`src/rtl/bdr_pkg.sv`:
```
package bdr_pkg;
  localparam int STAT_OWN   = 15;
  localparam int STAT_WRAP  = 13;
  localparam int STAT_LAST  = 11;
  localparam int STAT_TXCRC = 10;
  localparam int STAT_ERR   = 0;
  localparam int HW = 16;
  localparam int PW = 32;
  localparam int DW = 2 * HW + PW;

  typedef struct packed {
    logic [HW-1:0] status;
    logic [HW-1:0] len;
    logic [PW-1:0] ptr;
  } desc_t;

  typedef struct packed {
    logic rxByte;
    logic rxFirst;
    logic rxWb;
    logic txLoad;
    logic txStep;
    logic txWb;
    logic idxClr;
  } strobe_t;
endpackage

```
`src/rtl/bdr_datapath.sv`:
```
module bdr_datapath import bdr_pkg::*; #(
  parameter int DEPTH = 16,
  localparam int IW = $clog2(DEPTH)
) (
  input  logic          clk,
  input  logic          rstN,
  input  strobe_t       stb,
  input  logic          swWe,
  input  logic [IW-1:0] swAddr,
  input  desc_t         swWdata,
  output desc_t         swRdata,
  input  logic [IW-1:0] rxBase,
  input  logic [IW-1:0] txBase,
  input  logic [HW-1:0] maxRxLen,
  input  logic          rxBad,
  output logic          rxOwned,
  output logic          txOwned,
  output logic          txLenZero,
  output logic          txAtLast,
  output logic          txCrcFlag,
  output logic [PW-1:0] txAddr
);
  desc_t ring [DEPTH];
  logic [IW-1:0] rxIdx, txIdx, rxSlot, txSlot;
  logic [HW-1:0] rxCnt, txCnt, rxLenFinal;
  logic rxTrunc, rxTruncFinal;
  desc_t rxCur, txCur, rxWbDesc, txWbDesc;

  assign rxSlot = rxBase + rxIdx;
  assign txSlot = txBase + txIdx;
  assign rxCur  = ring[rxSlot];
  assign txCur  = ring[txSlot];
  assign swRdata = ring[swAddr];

  always_comb begin
    if (stb.rxFirst) begin
      rxLenFinal = 16'd1;
      rxTruncFinal = 1'b0;
    end else if (rxCnt >= maxRxLen) begin
      rxLenFinal = rxCnt;
      rxTruncFinal = 1'b1;
    end else begin
      rxLenFinal = rxCnt + 16'd1;
      rxTruncFinal = rxTrunc;
    end
    rxWbDesc = rxCur;
    rxWbDesc.status = '0;
    rxWbDesc.status[STAT_WRAP] = rxCur.status[STAT_WRAP];
    rxWbDesc.status[STAT_LAST] = 1'b1;
    rxWbDesc.status[STAT_ERR]  = rxBad | rxTruncFinal;
    rxWbDesc.len = rxLenFinal;
    txWbDesc = txCur;
    txWbDesc.status[STAT_OWN] = 1'b0;
  end

  always_ff @(posedge clk or negedge rstN) begin
    if (!rstN) begin
      for (int i = 0; i < DEPTH; i++) ring[i] <= '0;
    end else begin
      if (swWe) ring[swAddr] <= swWdata;
      if (stb.txWb) ring[txSlot] <= txWbDesc;
      if (stb.rxWb) ring[rxSlot] <= rxWbDesc;
    end
  end

  always_ff @(posedge clk or negedge rstN) begin
    if (!rstN) begin
      rxIdx <= '0;
      txIdx <= '0;
      rxCnt <= '0;
      rxTrunc <= 1'b0;
      txCnt <= '0;
    end else begin
      if (stb.idxClr) begin
        rxIdx <= '0;
        txIdx <= '0;
      end else begin
        if (stb.rxWb) rxIdx <= rxCur.status[STAT_WRAP] ? '0 : IW'(rxIdx + 1'b1);
        if (stb.txWb) txIdx <= txCur.status[STAT_WRAP] ? '0 : IW'(txIdx + 1'b1);
      end
      if (stb.rxByte) begin
        rxCnt <= rxLenFinal;
        rxTrunc <= rxTruncFinal;
      end
      if (stb.txLoad) txCnt <= '0;
      else if (stb.txStep) txCnt <= txCnt + 16'd1;
    end
  end

  assign rxOwned   = rxCur.status[STAT_OWN];
  assign txOwned   = txCur.status[STAT_OWN];
  assign txLenZero = (txCur.len == '0);
  assign txAtLast  = (txCnt == txCur.len - 16'd1);
  assign txCrcFlag = txCur.status[STAT_TXCRC];
  assign txAddr    = txCur.ptr + {{(PW-HW){1'b0}}, txCnt};

  a_r2_rx_wb_hands_back: assert property (@(posedge clk) disable iff (!rstN)
    (stb.rxWb && !swWe) |=> (!ring[$past(rxSlot)].status[STAT_OWN] &&
                              ring[$past(rxSlot)].status[STAT_LAST]));
  a_r4_len_bounded: assert property (@(posedge clk) disable iff (!rstN)
    (stb.rxWb && !swWe && maxRxLen != '0) |=> ring[$past(rxSlot)].len <= $past(maxRxLen));
  a_r7_addr_steps: assert property (@(posedge clk) disable iff (!rstN)
    (stb.txStep && !txAtLast) |=> txAddr == $past(txAddr) + 32'd1);
  a_r9_ready_cleared: assert property (@(posedge clk) disable iff (!rstN)
    (stb.txWb && !swWe && !stb.rxWb) |=> !ring[$past(txSlot)].status[STAT_OWN]);
endmodule

```
`src/rtl/bdr_control.sv`:
```
module bdr_control import bdr_pkg::*; (
  input  logic    clk,
  input  logic    rstN,
  input  logic    enable,
  input  logic    rxKick,
  input  logic    txKick,
  input  logic    rxValid,
  input  logic    rxLast,
  input  logic    rxOwned,
  input  logic    txOwned,
  input  logic    txLenZero,
  input  logic    txAtLast,
  output strobe_t stb,
  output logic    rxActive,
  output logic    txActive,
  output logic    txValid,
  output logic    txLast
);
  typedef enum logic [1:0] {RX_OFF, RX_CHK, RX_ON} rxState_e;
  typedef enum logic [1:0] {TX_OFF, TX_CHK, TX_SEND, TX_DONE} txState_e;
  rxState_e rxState, rxNext;
  txState_e txState, txNext;
  logic inFrame, inFrameN, dropping, droppingN, accept;

  always_comb begin
    stb = '0;
    stb.idxClr = !enable;
    rxNext = rxState;
    txNext = txState;
    inFrameN = inFrame;
    droppingN = dropping;
    accept = 1'b0;
    if (rxValid) begin
      accept = enable && (inFrame ? !dropping : (rxState == RX_ON));
      stb.rxByte  = accept;
      stb.rxFirst = accept && !inFrame;
      stb.rxWb    = accept && rxLast;
      inFrameN  = !rxLast;
      droppingN = !accept && !rxLast;
    end
    if (!enable) begin
      rxNext = RX_OFF;
      txNext = TX_OFF;
      if (inFrame) droppingN = inFrameN;
    end else begin
      unique case (rxState)
        RX_OFF: if (rxKick) rxNext = RX_CHK;
        RX_CHK: rxNext = rxOwned ? RX_ON : RX_OFF;
        default: if (stb.rxWb) rxNext = RX_CHK;
      endcase
      unique case (txState)
        TX_OFF: if (txKick) txNext = TX_CHK;
        TX_CHK:
          if (!txOwned) txNext = TX_OFF;
          else if (txLenZero) txNext = TX_DONE;
          else begin
            stb.txLoad = 1'b1;
            txNext = TX_SEND;
          end
        TX_SEND: begin
          stb.txStep = 1'b1;
          if (txAtLast) txNext = TX_DONE;
        end
        default: begin
          stb.txWb = 1'b1;
          txNext = TX_CHK;
        end
      endcase
    end
  end

  always_ff @(posedge clk or negedge rstN) begin
    if (!rstN) begin
      rxState <= RX_OFF;
      txState <= TX_OFF;
      inFrame <= 1'b0;
      dropping <= 1'b0;
    end else begin
      rxState <= rxNext;
      txState <= txNext;
      inFrame <= inFrameN;
      dropping <= droppingN;
    end
  end

  assign rxActive = (rxState != RX_OFF);
  assign txActive = (txState != TX_OFF);
  assign txValid  = (txState == TX_SEND);
  assign txLast   = txValid && txAtLast;

  a_r10_idle_when_disabled: assert property (@(posedge clk) disable iff (!rstN)
    !enable |=> (!rxActive && !txActive));
  a_r6_no_wb_while_off: assert property (@(posedge clk) disable iff (!rstN)
    (!rxActive && !inFrame) |-> !stb.rxWb);
endmodule

```
`src/rtl/bdr_engine.sv`:
```
module bdr_engine import bdr_pkg::*; #(
  parameter int DEPTH = 16,
  localparam int IW = $clog2(DEPTH)
) (
  input  logic          clk,
  input  logic          rstN,
  input  logic          enable,
  input  logic          rxKick,
  input  logic          txKick,
  input  logic [IW-1:0] rxBase,
  input  logic [IW-1:0] txBase,
  input  logic [15:0]   maxRxLen,
  input  logic          swWe,
  input  logic [IW-1:0] swAddr,
  input  logic [63:0]   swWdata,
  output logic [63:0]   swRdata,
  input  logic          rxValid,
  input  logic          rxLast,
  input  logic          rxBad,
  output logic          rxActive,
  output logic          txActive,
  output logic          txValid,
  output logic [31:0]   txAddr,
  output logic          txLast,
  output logic          txCrc
);
  strobe_t stb;
  desc_t swRd;
  logic rxOwned, txOwned, txLenZero, txAtLast, txCrcFlag;

  bdr_control uCtrl (
    .clk, .rstN, .enable, .rxKick, .txKick, .rxValid, .rxLast,
    .rxOwned, .txOwned, .txLenZero, .txAtLast,
    .stb, .rxActive, .txActive, .txValid, .txLast
  );

  bdr_datapath #(.DEPTH(DEPTH)) uData (
    .clk, .rstN, .stb, .swWe, .swAddr, .swWdata(desc_t'(swWdata)), .swRdata(swRd),
    .rxBase, .txBase, .maxRxLen, .rxBad,
    .rxOwned, .txOwned, .txLenZero, .txAtLast, .txCrcFlag, .txAddr
  );

  assign swRdata = swRd;
  assign txCrc = txLast && txCrcFlag;
endmodule

```
`config.mk`:
```
export PLATFORM = sky130hd
export DESIGN_NAME = bdr_engine
export DESIGN_NICKNAME = d
export VERILOG_FILES = /design/src/rtl/bdr_pkg.sv /design/src/rtl/bdr_datapath.sv /design/src/rtl/bdr_control.sv /design/src/rtl/bdr_engine.sv
export SDC_FILE = /design/constraint.sdc
export NUM_CORES = 2
export LEC_CHECK = 0
export BUFFER_PORTS_ARGS = -buffer_cell sky130_fd_sc_hd__buf_2
export CORE_MARGIN = 1
export CORE_UTILIZATION = 50
export CTS_CLUSTER_SIZE = 24
export DETAILED_ROUTE_END_ITERATION = 16
export PLACE_DENSITY = 0.66
export SLEW_MARGIN = 40
export SYNTH_ARGS = -nofsm -noshare
export SYNTH_HDL_FRONTEND = slang
export SYNTH_HIERARCHICAL = 1
export SYNTH_SLANG_ARGS = --single-unit
```
`constraint.sdc`:
```
create_clock -name clk -period 9.75 [get_ports clk]
set_clock_uncertainty 0.2 [all_clocks]
set_input_delay 1.95 -clock clk [delete_from_list [all_inputs] [get_ports clk]]
set_output_delay 1.95 -clock clk [all_outputs]
set_load 0.01 [all_outputs]
```
# Word-level counts from Yosys, hierarchy flattened
# Cells that the tools add are included.
# classes
n_addsub,8
order_cmp,7
n_eq_ne,11
mux,56
n_bitwise,4
n_reduce_logical,22
# op_table
operator,n
1024-bit bitwise mux,3
1024-bit 2-to-1 mux,3
64-bit binary-select mux with 4-bit select,3
64-bit demux with 4-bit select,3
64-bit 2-to-1 mux,9
16-bit 2-to-1 mux,4
16-bit by 1-bit adder with 16-bit output (second input constant),2
32-bit by 16-bit adder with 32-bit output,1
4-bit 2-to-1 mux,6
16-bit equality test,1
16-bit >= comparator,1
16-bit logical NOT,1
2-bit 2-to-1 mux,8
16-bit by 1-bit subtractor with 16-bit output (second input constant),1
5-bit >= comparator (second input constant),3
5-bit by 1-bit < comparator with 1-bit output (second input constant),3
4-bit inverter with 5-bit output,3
1-bit 2-to-1 mux,13
1-bit logical AND,9
4-bit by 1-bit adder with 4-bit output (second input constant),2
4-bit adder,2
3-bit 2-to-1 mux,2
3-bit inequality test (second input constant),2
2-bit case mux with 3 select lines,1
other kinds (12),22
# word_totals
reg_bits,1071

# Longest topological paths before layout
# logic_depth
ltp_word,13
ltp_mapped,27
depth_no_buf,20

# Cells and area by module
# Netlist, hierarchy kept.
# by_module_without_submodules
module,n_inst,cells_per_inst,area_per_inst_um2
bdr_datapath,1,8501,81195.4
bdr_control,1,49,442.9
bdr_engine,1,1,6.3

# Worst setup path before layout
# No wires, ideal clock.
# synth_path
kind,input -> output
from,in txBase[0]
to,out txAddr[31]
t_arrival_ns,7.282
setup_slack_ns,0.318
stages,25
path_buffers,7
path_cell_list,ha_1 > fa_1 > buf_4 > buf_4 > buf_4 > buf_4 > buf_2 > clkbuf_1 > mux4_2 > nand2_1 > nand2_1 > o21ai_0 > inv_1 > clkbuf_1 > ha_1 > a21o_1 > a21oi_1 > nor2b_1 > o31ai_1 > a311oi_1 > a41o_1 > or4_1 > o2111ai_1 > nor3_1 > xnor2_1
# synth_via
elab_chain_cells,6
# synth_rtl
element,line,text
"start, declared",bdr_engine.sv:11,"input logic [IW-1:0] txBase,"
4-bit adder,bdr_datapath.sv:30,assign txSlot = txBase + txIdx;
4-bit inverter with 5-bit output (implied by the code),bdr_datapath.sv:32,assign txCur = ring[txSlot];
64-bit binary-select mux with 4-bit select,bdr_datapath.sv:32,
64-bit 2-to-1 mux (implied by the code) (2 in series),bdr_datapath.sv:32,
32-bit by 16-bit adder with 32-bit output,bdr_datapath.sv:95,"assign txAddr = txCur.ptr + {{(PW-HW){1'b0}}, txCnt};"
"end, declared",bdr_engine.sv:23,"output logic [31:0] txAddr,"
# Every way passes these cells. The select of a mux whose other input is x is not followed.

# Worst setup path after layout
# Ends and elaborated chain as after synthesis.

==> results by stage <==
Outcome:
- The flow ran to the end, and the final reports show no timing, DRC or antenna violations.

Synthesis:
- The number of flops mapped to enable cells by yosys is 0.
- Of the total synthesized cell area, the portion taken by full adders, half adders and majority gates is 0.00809.
- The dominant combinational cell family by area after synthesis is multiplexers.
- After synthesis, the share of cell area in mux cells is 0.335.
- The share of the Yosys chip area taken by registers is 0.328.
- The most instantiated flip-flop cell in the synthesis netlist is sky130_fd_sc_hd__dfrtp_1.
- Counting every instance in the synthesized netlist gives between 8000 and 9000.
- During synthesis, Yosys emitted a total of 6 warnings.
- The share of flip-flops with an asynchronous set or reset is 1.00.
- The post-synthesis net count is just under 9000.
- The fraction of the mapped netlist area in compound gates is 0.143.
- Summing every instance area after synthesis gives 0.0816 sq mm.
- After synthesis, the netlist uses 85 different library cells.
- The area share of xor/xnor cells in the synthesized design is 0.00832.
- Synthesis inferred 1071 register bits.
- Of the total synthesized cell area, the portion taken by AND, OR, NAND and NOR gates is 0.126.
- The average size of a mapped cell is roughly 9.5 sq um.

CTS:
- The H-tree was split into 4 levels.
- Clock tree synthesis inserted a total of 134 buffers.
- The tree built by TritonCTS fans out to 1071 sinks.
- TritonCTS built the clock tree.
- The tree is rooted in a sky130_fd_sc_hd__clkbuf_16.
- After clock tree synthesis, the clock-pin slew on the worst setup and hold paths is 0.05 ns.
- The buffer depth of the longest clock path is 3.
- The insertion delay of the later-clocked pin in the worst-skew pair is 0.82 ns.

Timing:
- Setup repair after global routing left no endpoint under its margin.
- The final number of hold-violating endpoints is 0.
- The count of final setup violators is 0.
- The fmax is 104 MHz.
- The routed design could run at a clock period as short as ~9.7 ns.
- The max-slew violation count is 0.
- The actual transition at the worst max-transition pin is 0.980 ns.
- The headroom to the max-slew limit is 0.342.
- The setup TNS after final layout is 0 ns.
- The post-route fraction of the period consumed by the critical path is 0.991.

Critical path:
- Of all nets on the critical path, the largest fanout is 16.
- At the worst endpoint, the arrival time is 7.51 ns.
- STA puts the critical path data required time at 7.60 ns.
- The source of the worst register-to-register timing path is uData/txIdx[0].
- The largest single stage delay on the critical path is 0.89 ns.
- The critical path goes through buf_2 > ha_4 > fa_4 > buf_4 > mux4_2 > nand2_1 > nand2_1 > o21ai_0 > inv_1 > ha_1 > a21oi_1 > nor2b_1 > o31ai_1 > a311oi_2 > buf_4 > a41o_1 > or4_1 > o2111ai_4 > nor3_1 > buf_4 > xnor2_1 > buf_2.
- The critical path is of the in -> out type.
- The worst register-to-register path ends at uData/txCnt[9].
- On the critical path, the stage with the largest delay is an instance of sky130_fd_sc_hd__fa_4.
- The worst setup path is captured at an output port.
- STA classifies the critical path startpoint as an input pin.
- The setup check on the worst reg-to-reg path leaves a slack of 3.66 ns.
- The number of cells on the worst reg-to-reg path is 18.
- The most numerous cell type found on the critical path is sky130_fd_sc_hd__buf_4.

Power and ir drop:
- The share of total power dissipated in combinational logic is 0.356.
- The internal portion of the total power is 12.1 mW.
- The part of the power in the clock network is 0.279.
- The worst-case IR drop observed on VDD is 0.215 mV.
- Of the total power, the share spent switching nets is 0.361.
- The completed layout was analyzed and its total power is 18.9 mW.
- The analysis attributes to net switching a power of 6.81 mW.
- Dividing total power by cell area gives a power density of around 210 mW/mm^2.
- The share of power burned in registers is 0.365.
- The analysis attributes to cell leakage a power of 37.9 nW.

Placement:
- The total cell area at the placement stage is 0.0851 sq mm.
- The final weighted congestion of routability-driven global placement is 0.941.
- Detailed placement finished with a half-perimeter wire length of 200000 microns.
- The count of buffers added on input and output ports is 201.

Floorplan:
- For this configuration, the core starts out at a cell density of 0.506.
- The width of the die is ~410 microns.
- The floorplan step set the die height to about 410 microns.
- The total area inside the core boundary comes to 0.161 sq mm.
- The floorplan die area is between 0.15 and 0.2 sq mm.
- Pin placement for this block handled ~200 I/O pins.
- After floorplanning, the core was divided into between 100 and 150 placement rows.

Flow run:
- The number of violations of the max-capacitance limit is 0.

Routing:
- The count of vias placed by the detailed router is 76500.
- Using the TritonRoute via totals, the vias-per-cell ratio works out to 7.27.
- The total iterations of the first detailed-routing run is 6.
- The sum of routed wire length over all layers is 349000 microns.
- After the first detailed-routing iteration, the DRC count stood at 12900.
- In the routed design, unresolved DRC markers number 0.
- In this run the remaining antenna-violating nets after routing total 0.
- After detailed routing, the average wire length per cell comes to 33.2 microns.

Global route:
- In the global route stage, met1 resource usage came out at 0.540.
- The global-route wire length before repair is 504000 microns.
- The number of global-route vias before repair is 72300.
- The maximum number of pins on one net before global-route repair is 122.
- For this run the aggregate overflow at the end of global routing stands at 0.
- The total routing resource utilization after global routing is 0.419.
- The global routing stage identified its most utilized layer as met2.
- In the global route stage, met2 resource usage came out at 0.586.
- For met3 alone, demand over resource in global routing was 0.145.
- The number of antenna violations at the first check in global routing is 40.

Worst hold path:
- The worst hold-check path type is reg -> reg.
- The end point of the worst hold path is uData/rxTrunc.
- In this run the most critical hold path is launched from uData/rxTrunc.
- The worst hold path passes through 2 cells.

Cells and area:
- The final layout contains 8398 nets.
- The final non-filler cell area is ~0.09 sq mm.
- The layout-stage area growth over the synthesis result is 10.3%.
- Of the cells placed in the final design, the portion with a size suffix greater than 1 is 0.214.
==> what timing repair did <==
| action | CTS | global route |
|---|---|---|
| hold buffers | 0 | 0 |
| endpoints found under the setup margin | 1 | 8 |
| buffers inserted | 0 | 2 |
| cloned | 0 | 1 |
| pin swaps | 0 | 2 |
| resized for setup | 1 | 5 |
==> worst max-delay path: cells and delay by family <==
| kind | cells | cell delay, ns |
|---|---|---|
| AOI/OAI and AO/OA | 6 | 1.62 |
| adders and majority gates | 3 | 1.40 |
| buffers and inverters | 6 | 1.16 |
| and+or+nand+nor | 5 | 0.84 |
| muxes | 1 | 0.36 |
| xor gates and xnor gates | 1 | 0.15 |
==> layer usage <==
metal  part of all wire  vias to the layer above  routed length, microns
met2               0.42                     6774                  145000
met3               0.16                     1663                   54900
li1                   -                    30800                       -
met1               0.34                    37200                  120000
met4              0.082                       40                   28600
met5            0.00077                        -                     268
==> power groups by stage <==
stage | sequential [mW] | combinational (mW) | clock (mW)
final | 6.89 | 6.73 | 5.26
after floorplan | 6.41 | 4.96 | 0
after global placement | 6.78 | 6.38 | 0
after global routing | 6.99 | 7.25 | 5.44
after CTS | 6.79 | 6.59 | 5.27
after detailed placement | 6.86 | 6.56 | 0
==> cells by family (layout without fill, tap and decap cells) <==
| group | after synthesis | after routing |
|---|---|---|
| AO/OA/AOI/OAI | 2005 | 2005 |
| flip-flops | 1071 | 1071 |
| multiplexers | 1812 | 1812 |
| AND/OR/NAND/NOR | 2508 | 2508 |
| buffers and inverters | 1028 | 828 |
| adder cells (fa/ha/maj) | 51 | 51 |
| XOR/XNOR | 76 | 76 |
| other | 0 | 13 |
==> per-stage QoR <==
stage                     hold slack [ns]  setup slack, ns   util  std cells
after CTS                           0.336           0.0994  0.556      10500
after detailed placement            0.325          0.00471  0.528      10300
final                               0.336           0.0902  0.558      10500
after global routing                0.387           0.0255  0.558      10500
after global placement              0.309          -0.0740  0.524      10200
after floorplan                     0.293            0.318      -       8551
==> synthesized netlist by cell type (all sizes together) (59+ instances only) <==
cell,instances,area share
a211oi,198,0.018
a21oi,290,0.018
a31oi,59,0.0049
and3,61,0.0047
buf,190,0.012
clkbuf,767,0.035
dfrtp,1071,0.33
inv,71,0.0033
mux2,214,0.030
mux2i,884,0.11
mux4,714,0.20
nand2,1542,0.071
nand3,152,0.0093
nand4,61,0.0047
nor2,567,0.026
o211ai,134,0.012
o21ai,1040,0.064
o22ai,150,0.011
==> final cells by class <==
type                    instances  area (sq um)
flip-flops and latches       1071         26800
clock inverters                44           574
well taps                    2160          2700
diodes                         13          32.5
repair buffers                516          4200
clock buffers                 197          3980
fillers                     13800         71300
inverters                      71           267
multi-input cells            6452         51500
==> state kept, by name, summed over array words and instances (netlist names), 2 cells and up <==
| name | count |
|---|---|
| uCtrl/rxState | 2 |
| uCtrl/txState | 2 |
| uData/rxIdx | 4 |
| uData/txIdx | 4 |
| uData/ring | 1024 |
| uData/rxCnt | 16 |
| uData/txCnt | 16 |
==> worst max-delay path by stage <==
stage / start / to / slack, ns / cells after the start
final: txBase[0] / txAddr[31] / 0.09 / 22
after floorplan: txBase[0] / txAddr[31] / 0.32 / 25
after global placement: txBase[0] / txAddr[31] / -0.07 / 21
after global routing: txBase[0] / txAddr[23] / 0.03 / 22
after detailed placement: txBase[2] / txAddr[24] / 0.005 / 23
after CTS: txBase[0] / txAddr[31] / 0.1 / 21
==> layout by cell type, fill, tap and decap left out, drive strengths merged, types with 59 or more instances in the layout <==
cell    netlist  routed
and3         61      61
mux2i       884     884
nand3       152     152
nand2      1542    1542
mux4        714     714
inv          71      76
nor2        567     567
o22ai       150     150
a31oi        59      59
mux2        214     214
clkbuf      767     198
o21ai      1040    1040
a211oi      198     198
o211ai      134     134
a21oi       290     290
dfrtp      1071    1071
nand4        61      61
buf         190     515
No activity file was read; power rests on OpenSTA's default activity.
